## src/rtl/gbn_pkg.sv

```systemverilog
package gbn_pkg;

  typedef enum logic [1:0] {
    ACK_RR  = 2'b00,
    ACK_RNR = 2'b01,
    ACK_REJ = 2'b10,
    ACK_RSV = 2'b11
  } ack_kind_e;

  typedef enum logic [1:0] {
    M_IDLE      = 2'b00,
    M_POLL_SEND = 2'b01,
    M_POLL_WAIT = 2'b10,
    M_DOWN      = 2'b11
  } rec_mode_e;

endpackage

```

## src/rtl/gbn_seq_window.sv

```systemverilog
module gbn_seq_window
  import gbn_pkg::*;
#(
  parameter int SEQ_W = 3
) (
  input  logic             clk,
  input  logic             rst_n,
  input  logic             ack_valid,
  input  logic [1:0]       ack_kind,
  input  logic [SEQ_W-1:0] ack_num,
  input  logic             fire_data,
  input  logic             fire_new,
  input  logic             polling,
  output logic [SEQ_W-1:0] base,
  output logic [SEQ_W-1:0] next_new,
  output logic [SEQ_W-1:0] send_ptr,
  output logic [SEQ_W-1:0] outstanding,
  output logic             busy,
  output logic             progress,
  output logic             ack_ok
);

  localparam logic [SEQ_W-1:0] ONE = {{(SEQ_W-1){1'b0}}, 1'b1};

  logic [SEQ_W-1:0] base_q, base_d;
  logic [SEQ_W-1:0] nn_q, nn_d;
  logic [SEQ_W-1:0] sp_q, sp_d;
  logic             busy_q, busy_d;
  logic             rej_hold_q, rej_hold_d;
  logic             upd_en;

  logic [SEQ_W-1:0] off_n, off_s, sp_inc;
  logic             kind_known, rej_take, rewind, advance;

  always_comb begin
    outstanding = nn_q - base_q;
    off_n       = ack_num - base_q;
    kind_known  = (ack_kind != ACK_RSV);
    ack_ok      = ack_valid && kind_known && (off_n <= outstanding);
    rej_take    = ack_ok && (ack_kind == ACK_REJ) && !rej_hold_q;
    rewind      = rej_take || (ack_ok && polling);
    advance     = ack_ok && (ack_num != base_q);
    progress    = advance || rej_take;

    sp_inc = fire_data ? (sp_q + ONE) : sp_q;
    off_s  = sp_inc - base_q;

    base_d = ack_ok ? ack_num : base_q;
    nn_d   = fire_new ? (nn_q + ONE) : nn_q;

    if (rewind) begin
      sp_d = ack_num;
    end else if (ack_ok && (off_n > off_s)) begin
      sp_d = ack_num;
    end else begin
      sp_d = sp_inc;
    end

    busy_d = ack_ok ? (ack_kind == ACK_RNR) : busy_q;

    if (rej_take) begin
      rej_hold_d = 1'b1;
    end else if (advance) begin
      rej_hold_d = 1'b0;
    end else begin
      rej_hold_d = rej_hold_q;
    end

    upd_en = ack_valid || fire_data;
  end

  always_ff @(posedge clk or negedge rst_n) begin
    if (!rst_n) begin
      base_q     <= '0;
      nn_q       <= '0;
      sp_q       <= '0;
      busy_q     <= 1'b0;
      rej_hold_q <= 1'b0;
    end else if (upd_en) begin
      base_q     <= base_d;
      nn_q       <= nn_d;
      sp_q       <= sp_d;
      busy_q     <= busy_d;
      rej_hold_q <= rej_hold_d;
    end
  end

  assign base     = base_q;
  assign next_new = nn_q;
  assign send_ptr = sp_q;
  assign busy     = busy_q;

endmodule

```

## src/rtl/gbn_recovery.sv

```systemverilog
module gbn_recovery
  import gbn_pkg::*;
#(
  parameter int ACK_TMO  = 64,
  parameter int POLL_TMO = 32,
  parameter int MAX_POLL = 3
) (
  input  logic      clk,
  input  logic      rst_n,
  input  logic      pending,
  input  logic      progress,
  input  logic      ack_ok,
  input  logic      poll_fire,
  output rec_mode_e mode
);

  localparam int TMAX = (ACK_TMO > POLL_TMO) ? ACK_TMO : POLL_TMO;
  localparam int TW   = (TMAX > 1) ? $clog2(TMAX) : 1;
  localparam int AW   = $clog2(MAX_POLL + 1);
  localparam logic [TW-1:0] ACK_LIM  = TW'(ACK_TMO - 1);
  localparam logic [TW-1:0] POLL_LIM = TW'(POLL_TMO - 1);
  localparam logic [AW-1:0] TRY_LIM  = AW'(MAX_POLL);
  localparam logic [AW-1:0] TRY_ONE  = AW'(1);

  rec_mode_e     mode_q, mode_d;
  logic [TW-1:0] tmr_q, tmr_d;
  logic [AW-1:0] tries_q, tries_d;

  always_comb begin
    mode_d  = mode_q;
    tmr_d   = tmr_q;
    tries_d = tries_q;
    unique case (mode_q)
      M_IDLE: begin
        if (!pending || progress) begin
          tmr_d = '0;
        end else if (tmr_q == ACK_LIM) begin
          mode_d  = M_POLL_SEND;
          tmr_d   = '0;
          tries_d = TRY_ONE;
        end else begin
          tmr_d = tmr_q + 1'b1;
        end
      end
      M_POLL_SEND: begin
        if (ack_ok) begin
          mode_d  = M_IDLE;
          tmr_d   = '0;
          tries_d = '0;
        end else if (poll_fire) begin
          mode_d = M_POLL_WAIT;
          tmr_d  = '0;
        end
      end
      M_POLL_WAIT: begin
        if (ack_ok) begin
          mode_d  = M_IDLE;
          tmr_d   = '0;
          tries_d = '0;
        end else if (tmr_q == POLL_LIM) begin
          tmr_d = '0;
          if (tries_q == TRY_LIM) begin
            mode_d = M_DOWN;
          end else begin
            mode_d  = M_POLL_SEND;
            tries_d = tries_q + 1'b1;
          end
        end else begin
          tmr_d = tmr_q + 1'b1;
        end
      end
      default: begin
        mode_d = M_DOWN;
      end
    endcase
  end

  always_ff @(posedge clk or negedge rst_n) begin
    if (!rst_n) begin
      mode_q  <= M_IDLE;
      tmr_q   <= '0;
      tries_q <= '0;
    end else begin
      mode_q  <= mode_d;
      tmr_q   <= tmr_d;
      tries_q <= tries_d;
    end
  end

  assign mode = mode_q;

endmodule

```

## src/rtl/gbn_tx_select.sv

```systemverilog
module gbn_tx_select
  import gbn_pkg::*;
#(
  parameter int SEQ_W = 3,
  parameter int WIN   = 7
) (
  input  rec_mode_e        mode,
  input  logic             busy,
  input  logic [SEQ_W-1:0] base,
  input  logic [SEQ_W-1:0] send_ptr,
  input  logic [SEQ_W-1:0] next_new,
  input  logic [SEQ_W-1:0] outstanding,
  input  logic             new_avail,
  input  logic             tx_ready,
  output logic             tx_req,
  output logic [SEQ_W-1:0] tx_seq,
  output logic             tx_resend,
  output logic             tx_poll,
  output logic             fire_data,
  output logic             fire_new,
  output logic             poll_fire
);

  localparam logic [SEQ_W:0] WIN_V = (SEQ_W+1)'(WIN);

  logic room;
  logic fire;

  always_comb begin
    room      = ({1'b0, outstanding} < WIN_V);
    tx_req    = 1'b0;
    tx_seq    = send_ptr;
    tx_resend = 1'b0;
    tx_poll   = 1'b0;
    unique case (mode)
      M_POLL_SEND: begin
        tx_req  = 1'b1;
        tx_poll = 1'b1;
        tx_seq  = base;
      end
      M_IDLE: begin
        if (!busy) begin
          if (send_ptr != next_new) begin
            tx_req    = 1'b1;
            tx_resend = 1'b1;
          end else if (new_avail && room) begin
            tx_req = 1'b1;
          end
        end
      end
      default: begin
        tx_req = 1'b0;
      end
    endcase
    fire      = tx_req && tx_ready;
    poll_fire = fire && tx_poll;
    fire_data = fire && !tx_poll;
    fire_new  = fire_data && !tx_resend;
  end

endmodule

```

## src/rtl/gbn_tx_ctrl.sv

```systemverilog
module gbn_tx_ctrl
  import gbn_pkg::*;
#(
  parameter int SEQ_W    = 3,
  parameter int WIN      = 7,
  parameter int ACK_TMO  = 64,
  parameter int POLL_TMO = 32,
  parameter int MAX_POLL = 3
) (
  input  logic             clk,
  input  logic             rst_n,
  input  logic             new_avail,
  input  logic             tx_ready,
  input  logic             ack_valid,
  input  logic [1:0]       ack_kind,
  input  logic [SEQ_W-1:0] ack_num,
  output logic             tx_req,
  output logic [SEQ_W-1:0] tx_seq,
  output logic             tx_resend,
  output logic             tx_poll,
  output logic [SEQ_W-1:0] outstanding,
  output logic             peer_busy,
  output logic             link_reset_req
);

  logic [1:0] rst_sync_q;
  logic       rst_sync_n;

  always_ff @(posedge clk or negedge rst_n) begin
    if (!rst_n) begin
      rst_sync_q <= 2'b00;
    end else begin
      rst_sync_q <= {rst_sync_q[0], 1'b1};
    end
  end
  assign rst_sync_n = rst_sync_q[1];

  rec_mode_e        mode;
  logic [SEQ_W-1:0] base, next_new, send_ptr;
  logic             busy, progress, ack_ok;
  logic             fire_data, fire_new, poll_fire;
  logic             polling;

  assign polling = (mode == M_POLL_SEND) || (mode == M_POLL_WAIT);

  gbn_seq_window #(.SEQ_W(SEQ_W)) u_win (
    .clk        (clk),
    .rst_n      (rst_sync_n),
    .ack_valid  (ack_valid),
    .ack_kind   (ack_kind),
    .ack_num    (ack_num),
    .fire_data  (fire_data),
    .fire_new   (fire_new),
    .polling    (polling),
    .base       (base),
    .next_new   (next_new),
    .send_ptr   (send_ptr),
    .outstanding(outstanding),
    .busy       (busy),
    .progress   (progress),
    .ack_ok     (ack_ok)
  );

  gbn_recovery #(
    .ACK_TMO (ACK_TMO),
    .POLL_TMO(POLL_TMO),
    .MAX_POLL(MAX_POLL)
  ) u_rec (
    .clk      (clk),
    .rst_n    (rst_sync_n),
    .pending  (outstanding != '0),
    .progress (progress),
    .ack_ok   (ack_ok),
    .poll_fire(poll_fire),
    .mode     (mode)
  );

  gbn_tx_select #(.SEQ_W(SEQ_W), .WIN(WIN)) u_sel (
    .mode       (mode),
    .busy       (busy),
    .base       (base),
    .send_ptr   (send_ptr),
    .next_new   (next_new),
    .outstanding(outstanding),
    .new_avail  (new_avail),
    .tx_ready   (tx_ready),
    .tx_req     (tx_req),
    .tx_seq     (tx_seq),
    .tx_resend  (tx_resend),
    .tx_poll    (tx_poll),
    .fire_data  (fire_data),
    .fire_new   (fire_new),
    .poll_fire  (poll_fire)
  );

  assign peer_busy      = busy;
  assign link_reset_req = (mode == M_DOWN);

endmodule

```

## config.mk

```make
export PLATFORM = sky130hd
export DESIGN_NAME = gbn_tx_ctrl
export DESIGN_NICKNAME = d
export VERILOG_FILES = /design/src/rtl/gbn_pkg.sv /design/src/rtl/gbn_seq_window.sv /design/src/rtl/gbn_recovery.sv /design/src/rtl/gbn_tx_select.sv /design/src/rtl/gbn_tx_ctrl.sv
export SDC_FILE = /design/constraint.sdc
export NUM_CORES = 1
export LEC_CHECK = 0
export BUFFER_PORTS_ARGS = -buffer_cell sky130_fd_sc_hd__buf_2
export CAP_MARGIN = 0
export CELL_PAD_IN_SITES_DETAIL_PLACEMENT = 1
export CELL_PAD_IN_SITES_GLOBAL_PLACEMENT = 2
export CORE_ASPECT_RATIO = 0.9
export CORE_UTILIZATION = 38
export CTS_BUF_LIST = sky130_fd_sc_hd__clkbuf_4 sky130_fd_sc_hd__clkbuf_8
export DETAILED_ROUTE_END_ITERATION = 16
export PLACE_DENSITY_LB_ADDON = 0.1
export RECOVER_POWER = 100
export SYNTH_ARGS = -nofsm -noshare
export SYNTH_HDL_FRONTEND = slang
export SYNTH_SLANG_ARGS = --single-unit
```

## constraint.sdc

```tcl
create_clock -name clk -period 3 [get_ports clk]
set_input_delay 0.45 -clock clk [delete_from_list [all_inputs] [get_ports clk]]
set_output_delay 0.45 -clock clk [all_outputs]
set_load 0.05 [all_outputs]
```

# [Word level (Yosys, flattened, before mapping)]
# Index checks and enable logic that the tools add are counted.
[totals] regBits=23 latch_bits=0 ramBits=0 mem_bits_ro=0 inputBits=10 output_inout_bits=11 word_cells=101 n_memories=0
[op_classes] add_sub_neg=7 mul=0 div=0 order_cmp=3 n_eq_ne=17 shift=0 mux=34 bitwise_logic=0 n_reduce_logical=31
[op_table] operator="2-to-1 mux 6 bit" n=6
[op_table] operator="2-to-1 mux 2 bit" n=11
[op_table] operator="one-hot mux 6 bit (3 select lines)" n=1
[op_table] operator="logical AND 1 bit" n=12
[op_table] operator="2-to-1 mux 3 bit" n=4
[op_table] operator="one-hot mux 2 bit (3 select lines)" n=2
[op_table] operator="2-to-1 mux 1 bit" n=9
[op_table] operator="subtractor 3 bit" n=3
[op_table] operator="== test 2 bit (second input constant)" n=4
[op_table] operator="AND reduction 2 bit" n=4
[op_table] operator="adder 3 x 1 -> 3 bit (second input constant)" n=2
[op_table] operator="adder 6 x 1 -> 6 bit (second input constant)" n=1
[op_table] operator="== test 6 x 5 -> 1 bit (second input constant)" n=1
[op_table] operator="== test 6 bit (second input constant)" n=1
[op_table] operator="!= test 2 bit (second input constant)" n=3
[op_table] operator="!= test 3 bit" n=2
[op_table] operator="!= test 3 bit (second input constant)" n=2
[op_table] operator="AND reduction 6 bit" n=1
[op_table] operator="nonzero test 3 bit" n=2
[op_table] operator="logical OR 1 bit" n=5
[op_table] operator="== test 2 x 1 -> 1 bit (second input constant)" n=2
[op_table] operator="logical NOT 1 bit" n=4
[op_table] operator="AND reduction 4 bit" n=1
[op_table] operator="greater-than comparator 3 bit" n=1
[op_table] operator="8 further kinds" n=8

# [Logic depth before layout (Yosys ltp)]
[depth] ltp_word=15 ltp_mapped=18 depth_no_buf=18

# [Hierarchy]
# A second synthesis with hierarchy kept.
[hier_totals] cells_unflattened=176 area_unflattened_um2=1789.2
[by_module_without_submodules] mod="gbn_seq_window" n_inst=1 cells_each=82 area_each_um2=872.1 seq_area_each_um2=275.3
[by_module_without_submodules] mod="gbn_recovery" n_inst=1 cells_each=67 area_each_um2=691.9 seq_area_each_um2=250.2
[by_module_without_submodules] mod="gbn_tx_select" n_inst=1 cells_each=22 area_each_um2=152.6 seq_area_each_um2=0.0
[by_module_without_submodules] mod="gbn_tx_ctrl" n_inst=1 cells_each=5 area_each_um2=72.6 seq_area_each_um2=50.0

# [Worst setup path after synthesis]
# Ideal clock, no wire load.
[synth_timing] kind="register -> register" startpoint="register u_win.nn_q[0], in the netlist u_win.next_new[0]" endpoint="register u_win.sp_q[0], in the netlist u_win.send_ptr[0]" setup_ns=0.080 arrival_ns=4.091 required_time_ns=2.920 path_slack_ns=-1.170 stages_incl_launch_ff=18 path_buffers=0 synth_period_minus_slack_ns=4.170 cell_sequence="dfrtp_1 inv_1 ha_1 inv_1 fa_1 inv_1 o31ai_4 a21oi_4 xnor2_1 ha_1 fa_1 xnor2_1 xnor2_1 ha_1 a21oi_1 a31oi_1 o21ai_0 mux2i_1"
[synth_between] elab_chain_len=15 word_cells_on_any_way=23 classes_between="2 x add/sub; 3 x order compare; 1 x eq/ne; 7 x mux; 10 x reduce/logical"
[synth_rtl] item="from (decl)" line="gbn_seq_window.sv:26" source="logic [SEQ_W-1:0] nn_q, nn_d;"
[synth_rtl] item="from (signal assigned)" line="gbn_seq_window.sv:81" source="nn_q <= nn_d;"
[synth_rtl] item="subtractor 3 bit (*)" line="gbn_seq_window.sv:36" source="outstanding = nn_q - base_q;"
[synth_rtl] item="via outstanding[1]" line="gbn_tx_ctrl.sv:21" source="output logic [SEQ_W-1:0] outstanding,"
[synth_rtl] item="less-than comparator 3 bit" line="gbn_tx_select.sv:30" source="room = ({1'b0, outstanding} < WIN_V);"
[synth_rtl] item="logical AND 1 bit" line="gbn_tx_select.sv:46" source="end else if (new_avail && room) begin"
[synth_rtl] item="2-to-1 mux 1 bit" line="gbn_tx_select.sv:46"
[synth_rtl] item="2-to-1 mux 1 bit" line="gbn_tx_select.sv:43" source="if (send_ptr != next_new) begin"
[synth_rtl] item="2-to-1 mux 1 bit" line="gbn_tx_select.sv:42" source="if (!busy) begin"
[synth_rtl] item="one-hot mux 1 bit (2 select lines)" line="gbn_tx_select.sv:35" source="unique case (mode)"
[synth_rtl] item="logical AND 1 bit" line="gbn_tx_select.sv:55" source="fire = tx_req && tx_ready;"
[synth_rtl] item="logical AND 1 bit" line="gbn_tx_select.sv:57" source="fire_data = fire && !tx_poll;"
[synth_rtl] item="2-to-1 mux 3 bit" line="gbn_seq_window.sv:45" source="sp_inc = fire_data ? (sp_q + ONE) : sp_q;"
[synth_rtl] item="subtractor 3 bit" line="gbn_seq_window.sv:46" source="off_s = sp_inc - base_q;"
[synth_rtl] item="greater-than comparator 3 bit" line="gbn_seq_window.sv:53" source="end else if (ack_ok && (off_n > off_s)) begin"
[synth_rtl] item="logical AND 1 bit" line="gbn_seq_window.sv:53"
[synth_rtl] item="2-to-1 mux 3 bit" line="gbn_seq_window.sv:53"
[synth_rtl] item="2-to-1 mux 3 bit" line="gbn_seq_window.sv:51" source="if (rewind) begin"
[synth_rtl] item="to (signal assigned)" line="gbn_seq_window.sv:82" source="sp_q <= sp_d;"
[synth_rtl] item="to (decl)" line="gbn_seq_window.sv:27" source="logic [SEQ_W-1:0] sp_q, sp_d;"
# Mark *: on every way through the listed nets, which the timed path passes. The rest lies on a longest branch.
# A chain may end at the register's enable or synchronous reset.

# [Worst setup path in the final report]
[layout_timing] startpoint="register u_win.nn_q[0], in the netlist u_win.next_new[0]" endpoint="register u_win.sp_q[0], in the netlist u_win.send_ptr[0]"
[layout_between] elab_chain_len=15 word_cells_on_any_way=23 classes_between="2 x add/sub; 3 x order compare; 1 x eq/ne; 7 x mux; 10 x reduce/logical"
[layout_rtl] item="subtractor 3 bit" line="gbn_seq_window.sv:36"
[layout_rtl] item="less-than comparator 3 bit" line="gbn_tx_select.sv:30"
[layout_rtl] item="logical AND 1 bit" line="gbn_tx_select.sv:46"
[layout_rtl] item="2-to-1 mux 1 bit" line="gbn_tx_select.sv:46"
[layout_rtl] item="2-to-1 mux 1 bit" line="gbn_tx_select.sv:43"
[layout_rtl] item="2-to-1 mux 1 bit" line="gbn_tx_select.sv:42"
[layout_rtl] item="one-hot mux 1 bit (2 select lines)" line="gbn_tx_select.sv:35"
[layout_rtl] item="logical AND 1 bit" line="gbn_tx_select.sv:55"
[layout_rtl] item="logical AND 1 bit" line="gbn_tx_select.sv:57"
[layout_rtl] item="2-to-1 mux 3 bit" line="gbn_seq_window.sv:45"
[layout_rtl] item="subtractor 3 bit" line="gbn_seq_window.sv:46"
[layout_rtl] item="greater-than comparator 3 bit" line="gbn_seq_window.sv:53"
[layout_rtl] item="logical AND 1 bit" line="gbn_seq_window.sv:53"
[layout_rtl] item="2-to-1 mux 3 bit" line="gbn_seq_window.sv:53"
[layout_rtl] item="2-to-1 mux 3 bit" line="gbn_seq_window.sv:51"
# Several ways; a longest one is shown, not always the timed one.

==> metrics.md <==
| Metric | Value |
|---|---|
| Fraction of final layout cells sized beyond drive strength 1 | 39.3% |
| Count of distinct cell types in the synthesized netlist | 48 |
| Initial antenna violation count | 0 |
| Max Clock Freq | 274 MHz |
| Share of the synthesized area in the top cell type | 33.2% |
| Time the worst path needs with I/O delays and setup | 3650 ps |
| Hold Path Class | reg -> reg |
| Final Cycle Share | 122% |
| Violations in the final reports | setup timing |
| Flops & latches, synth | 23 |
| Instance count of the mapped netlist | 174 |
| Setup repair after global routing missed its margin | true |
| Cell types with the largest area share after synthesis | sky130_fd_sc_hd__dfrtp_1, sky130_fd_sc_hd__ha_1, sky130_fd_sc_hd__fa_1 |
| Total routing resource utilization after global routing | 23.1% |
| Biggest area consumer among synthesized cells | sky130_fd_sc_hd__dfrtp_1 |
| Sink Count | 23 |
| Setup Skew | 9.32 ps |
| DR vias | 1,540 |
| Most common library cells after synthesis | sky130_fd_sc_hd__dfrtp_1, sky130_fd_sc_hd__ha_1, sky130_fd_sc_hd__inv_1 |
| Signal arrival time at the worst endpoint | 3860 ps |
| Required time of the critical path | 3200 ps |
| Hold Violations, Final | 0 |
| Synthesis warning total | 0 |
| Antenna viol nets, final | 0 |
| Fillers | 482 |
| Placement Rows | 22 |
| Detailed-route vias per instance | 5.15 |
| Final Routed Wirelength | 5.20 mm |
| Die ar. | 0.00484 mm^2 |
| H-Tree Depth | 1 |
| Final antenna diode count | 0 |
| Critical path type | reg -> reg |
| Max-capacitance violation count | 0 |
| Sequential area share after synthesis | 33.2% |
| Worst Tran Pin Value | 947 ps |
| Area occupied by multi-input gates | 0.00123 mm^2 |
| Die outline width | 73.2 um |
| Area of the mapped netlist | 0.00173 mm^2 |
| Maximum fanout along the worst path | 3 |
| Combined flip-flop and latch cell area | 576 um^2 |
| Fraction of registers with async set or reset after synthesis | 100% |
| Result of the run | finished with violations |
| I/O pin total | 21 |
| Via count of the first global-routing pass | 1,666 |
| Number of max-slew violations in the final report | 0 |
| Core footprint | 0.00421 mm^2 |
| Clock Root Buffer | sky130_fd_sc_hd__clkbuf_8 |
| Remaining design rule violation count | 0 |
| Total of endpoints with negative setup slack in the final report | 13 |
| Latest clock arrival within the worst-skew pair | 280 ps |
| Post-Route Hold Slack | 366 ps |
| CP Capture Type | register |
| Routed len/inst | 17.4 um |
| Final Worst Setup Slack | -655 ps |
| Clock transition at the register clock pins on the worst setup and hold paths after CTS | 90 ps |
| Worst-case headroom to the max-slew limit | 36.9% |
| Floorplan die height | 66.1 um |
| Maximum number of pins on one net before global-route repair | 22 |
| Global-route wire length before repair | 8.13 mm |
| Post-layout nets | 271 |
| Per-instance average area after synthesis | 9.97 um^2 |
| Area post-placement | 0.00218 mm^2 |
| Area overhead of the layout relative to synthesis | 39.0% |
| Final HPWL DP | 3.99 mm |
| Maximum count of clock buffers along a single path | 2 |
| Port buffer count | 20 |
| First DRT Iteration DRCs | 32 |
| Primary flip-flop cell chosen by synthesis mapping | sky130_fd_sc_hd__dfrtp_1 |
| Weighted congestion at the end of routability-driven global placement | 0.860 |
| CTS buffer count | 3 |
| Overflow after GRT | 0 |
| DR pass1 iterations | 4 |
| Nature of the critical path startpoint | register |
| Count of flip-flops with a built-in enable after synthesis | 0 |
| Final design instance area without fill | 0.00241 mm^2 |
| Post-Synthesis Net Count | 205 |
| Starting density of the core | 41.2% |
| Clock tree from TritonCTS | done |
| Most instantiated library cell after synthesis | sky130_fd_sc_hd__dfrtp_1 |
-- sequential cells by signal (all words and copies together), names as in the netlist --
signal,count
u_win.next_new,3
u_win.rej_hold_q,1
u_rec.tmr_q,6
u_rec.mode,2
u_win.send_ptr,3
u_rec.tries_q,2
u_win.busy,1
u_win.base,3
rst_sync_q,2
-- logic make-up after synthesis --
family                     count (synthesis)  share of synthesized area [%]
buffers and inverters                     19                           4.11
other                                      1                          0.216
DFF                                       23                           33.2
muxes                                     11                           6.78
adders and majority gates                 21                           16.5
AOI/OAI and AO/OA                         44                           18.4
xor gates and xnor gates                  12                           6.93
and+or+nand+nor                           43                           13.9
-- cell type report --
class / instances / area share, %
clock buffer: 3 / 1.71
clock inverter: 1 / 0.208
inverter: 16 / 2.49
multi-input combinational: 132 / 51.0
sequential: 23 / 23.9
tap: 60 / 3.11
timing repair buffer: 64 / 17.6
-- placed cells by master (no fill, tap or decap), types with 6 or more instances in the layout --
master	instances
sky130_fd_sc_hd__buf_2	10
sky130_fd_sc_hd__buf_4	38
sky130_fd_sc_hd__clkbuf_1	12
sky130_fd_sc_hd__dfrtp_1	23
sky130_fd_sc_hd__ha_1	13
sky130_fd_sc_hd__inv_1	12
sky130_fd_sc_hd__nand2_1	12
sky130_fd_sc_hd__nor2b_1	6
sky130_fd_sc_hd__o21ai_0	8
-- routing by layer --
layer	vias up	wire length, um	track usage (%)
met5	-	0	0
met4	0	34	4.41
met3	4	86	3.66
met2	17	2650	40.6
met1	782	2420	29.9
li1	737	-	-
-- critical path, stage by stage (launching register included) --
cell and delay (ps):
sky130_fd_sc_hd__dfrtp_1 410, sky130_fd_sc_hd__inv_2 80, sky130_fd_sc_hd__ha_4 120, sky130_fd_sc_hd__inv_2 30
sky130_fd_sc_hd__fa_2 540, sky130_fd_sc_hd__inv_2 60, sky130_fd_sc_hd__o31ai_4 280, sky130_fd_sc_hd__a21oi_4 120
sky130_fd_sc_hd__xnor2_2 170, sky130_fd_sc_hd__ha_2 210, sky130_fd_sc_hd__fa_2 350, sky130_fd_sc_hd__xnor2_2 150
sky130_fd_sc_hd__xnor2_1 130, sky130_fd_sc_hd__ha_1 310, sky130_fd_sc_hd__a21oi_2 120, sky130_fd_sc_hd__a31oi_1 60
sky130_fd_sc_hd__o21ai_2 240, sky130_fd_sc_hd__mux2i_1 200
-- through the flow --
step	utilization [%]	setup TNS [ps]	std cells	setup slack [ps]
finish	57.2	-3100	299	-655
global route	57.2	-5250	299	-842
CTS	56.2	-2020	297	-677
detailed placement	51.9	-2500	283	-747
global placement	51.9	-1540	283	-513
floorplan	-	-2210	174	-727
-- path summary, 6_finish.rpt --
path,cells after the start,end,slack (ps),start
min,0,rst_sync_q[1]$_DFF_PN0_,370,rst_sync_q[0]$_DFF_PN0_
max in group asynchronous,0,u_win.send_ptr[0]$_DFFE_PN0N_,2030,rst_sync_q[1]$_DFF_PN0_
min reg2reg,0,rst_sync_q[1]$_DFF_PN0_,370,rst_sync_q[0]$_DFF_PN0_
max reg2reg,17,u_win.send_ptr[0]$_DFFE_PN0N_,-650,u_win.next_new[0]$_DFFE_PN0P_
max,17,u_win.send_ptr[0]$_DFFE_PN0N_,-650,u_win.next_new[0]$_DFFE_PN0P_
min in group asynchronous,0,u_win.base[2]$_DFFE_PN0P_,390,rst_sync_q[1]$_DFF_PN0_
-- what timing repair did --
item                       CTS  global route
buffers inserted            10             3
hold endpoints to repair     2             0
pin swaps                   15            14
setup endpoints to repair    8            12
hold buffers                 1             0
resized for setup            7            16
Power is left out: the tool's default activity adds up to more than one toggle a clock period on the data nets, which glitch-free logic cannot reach.
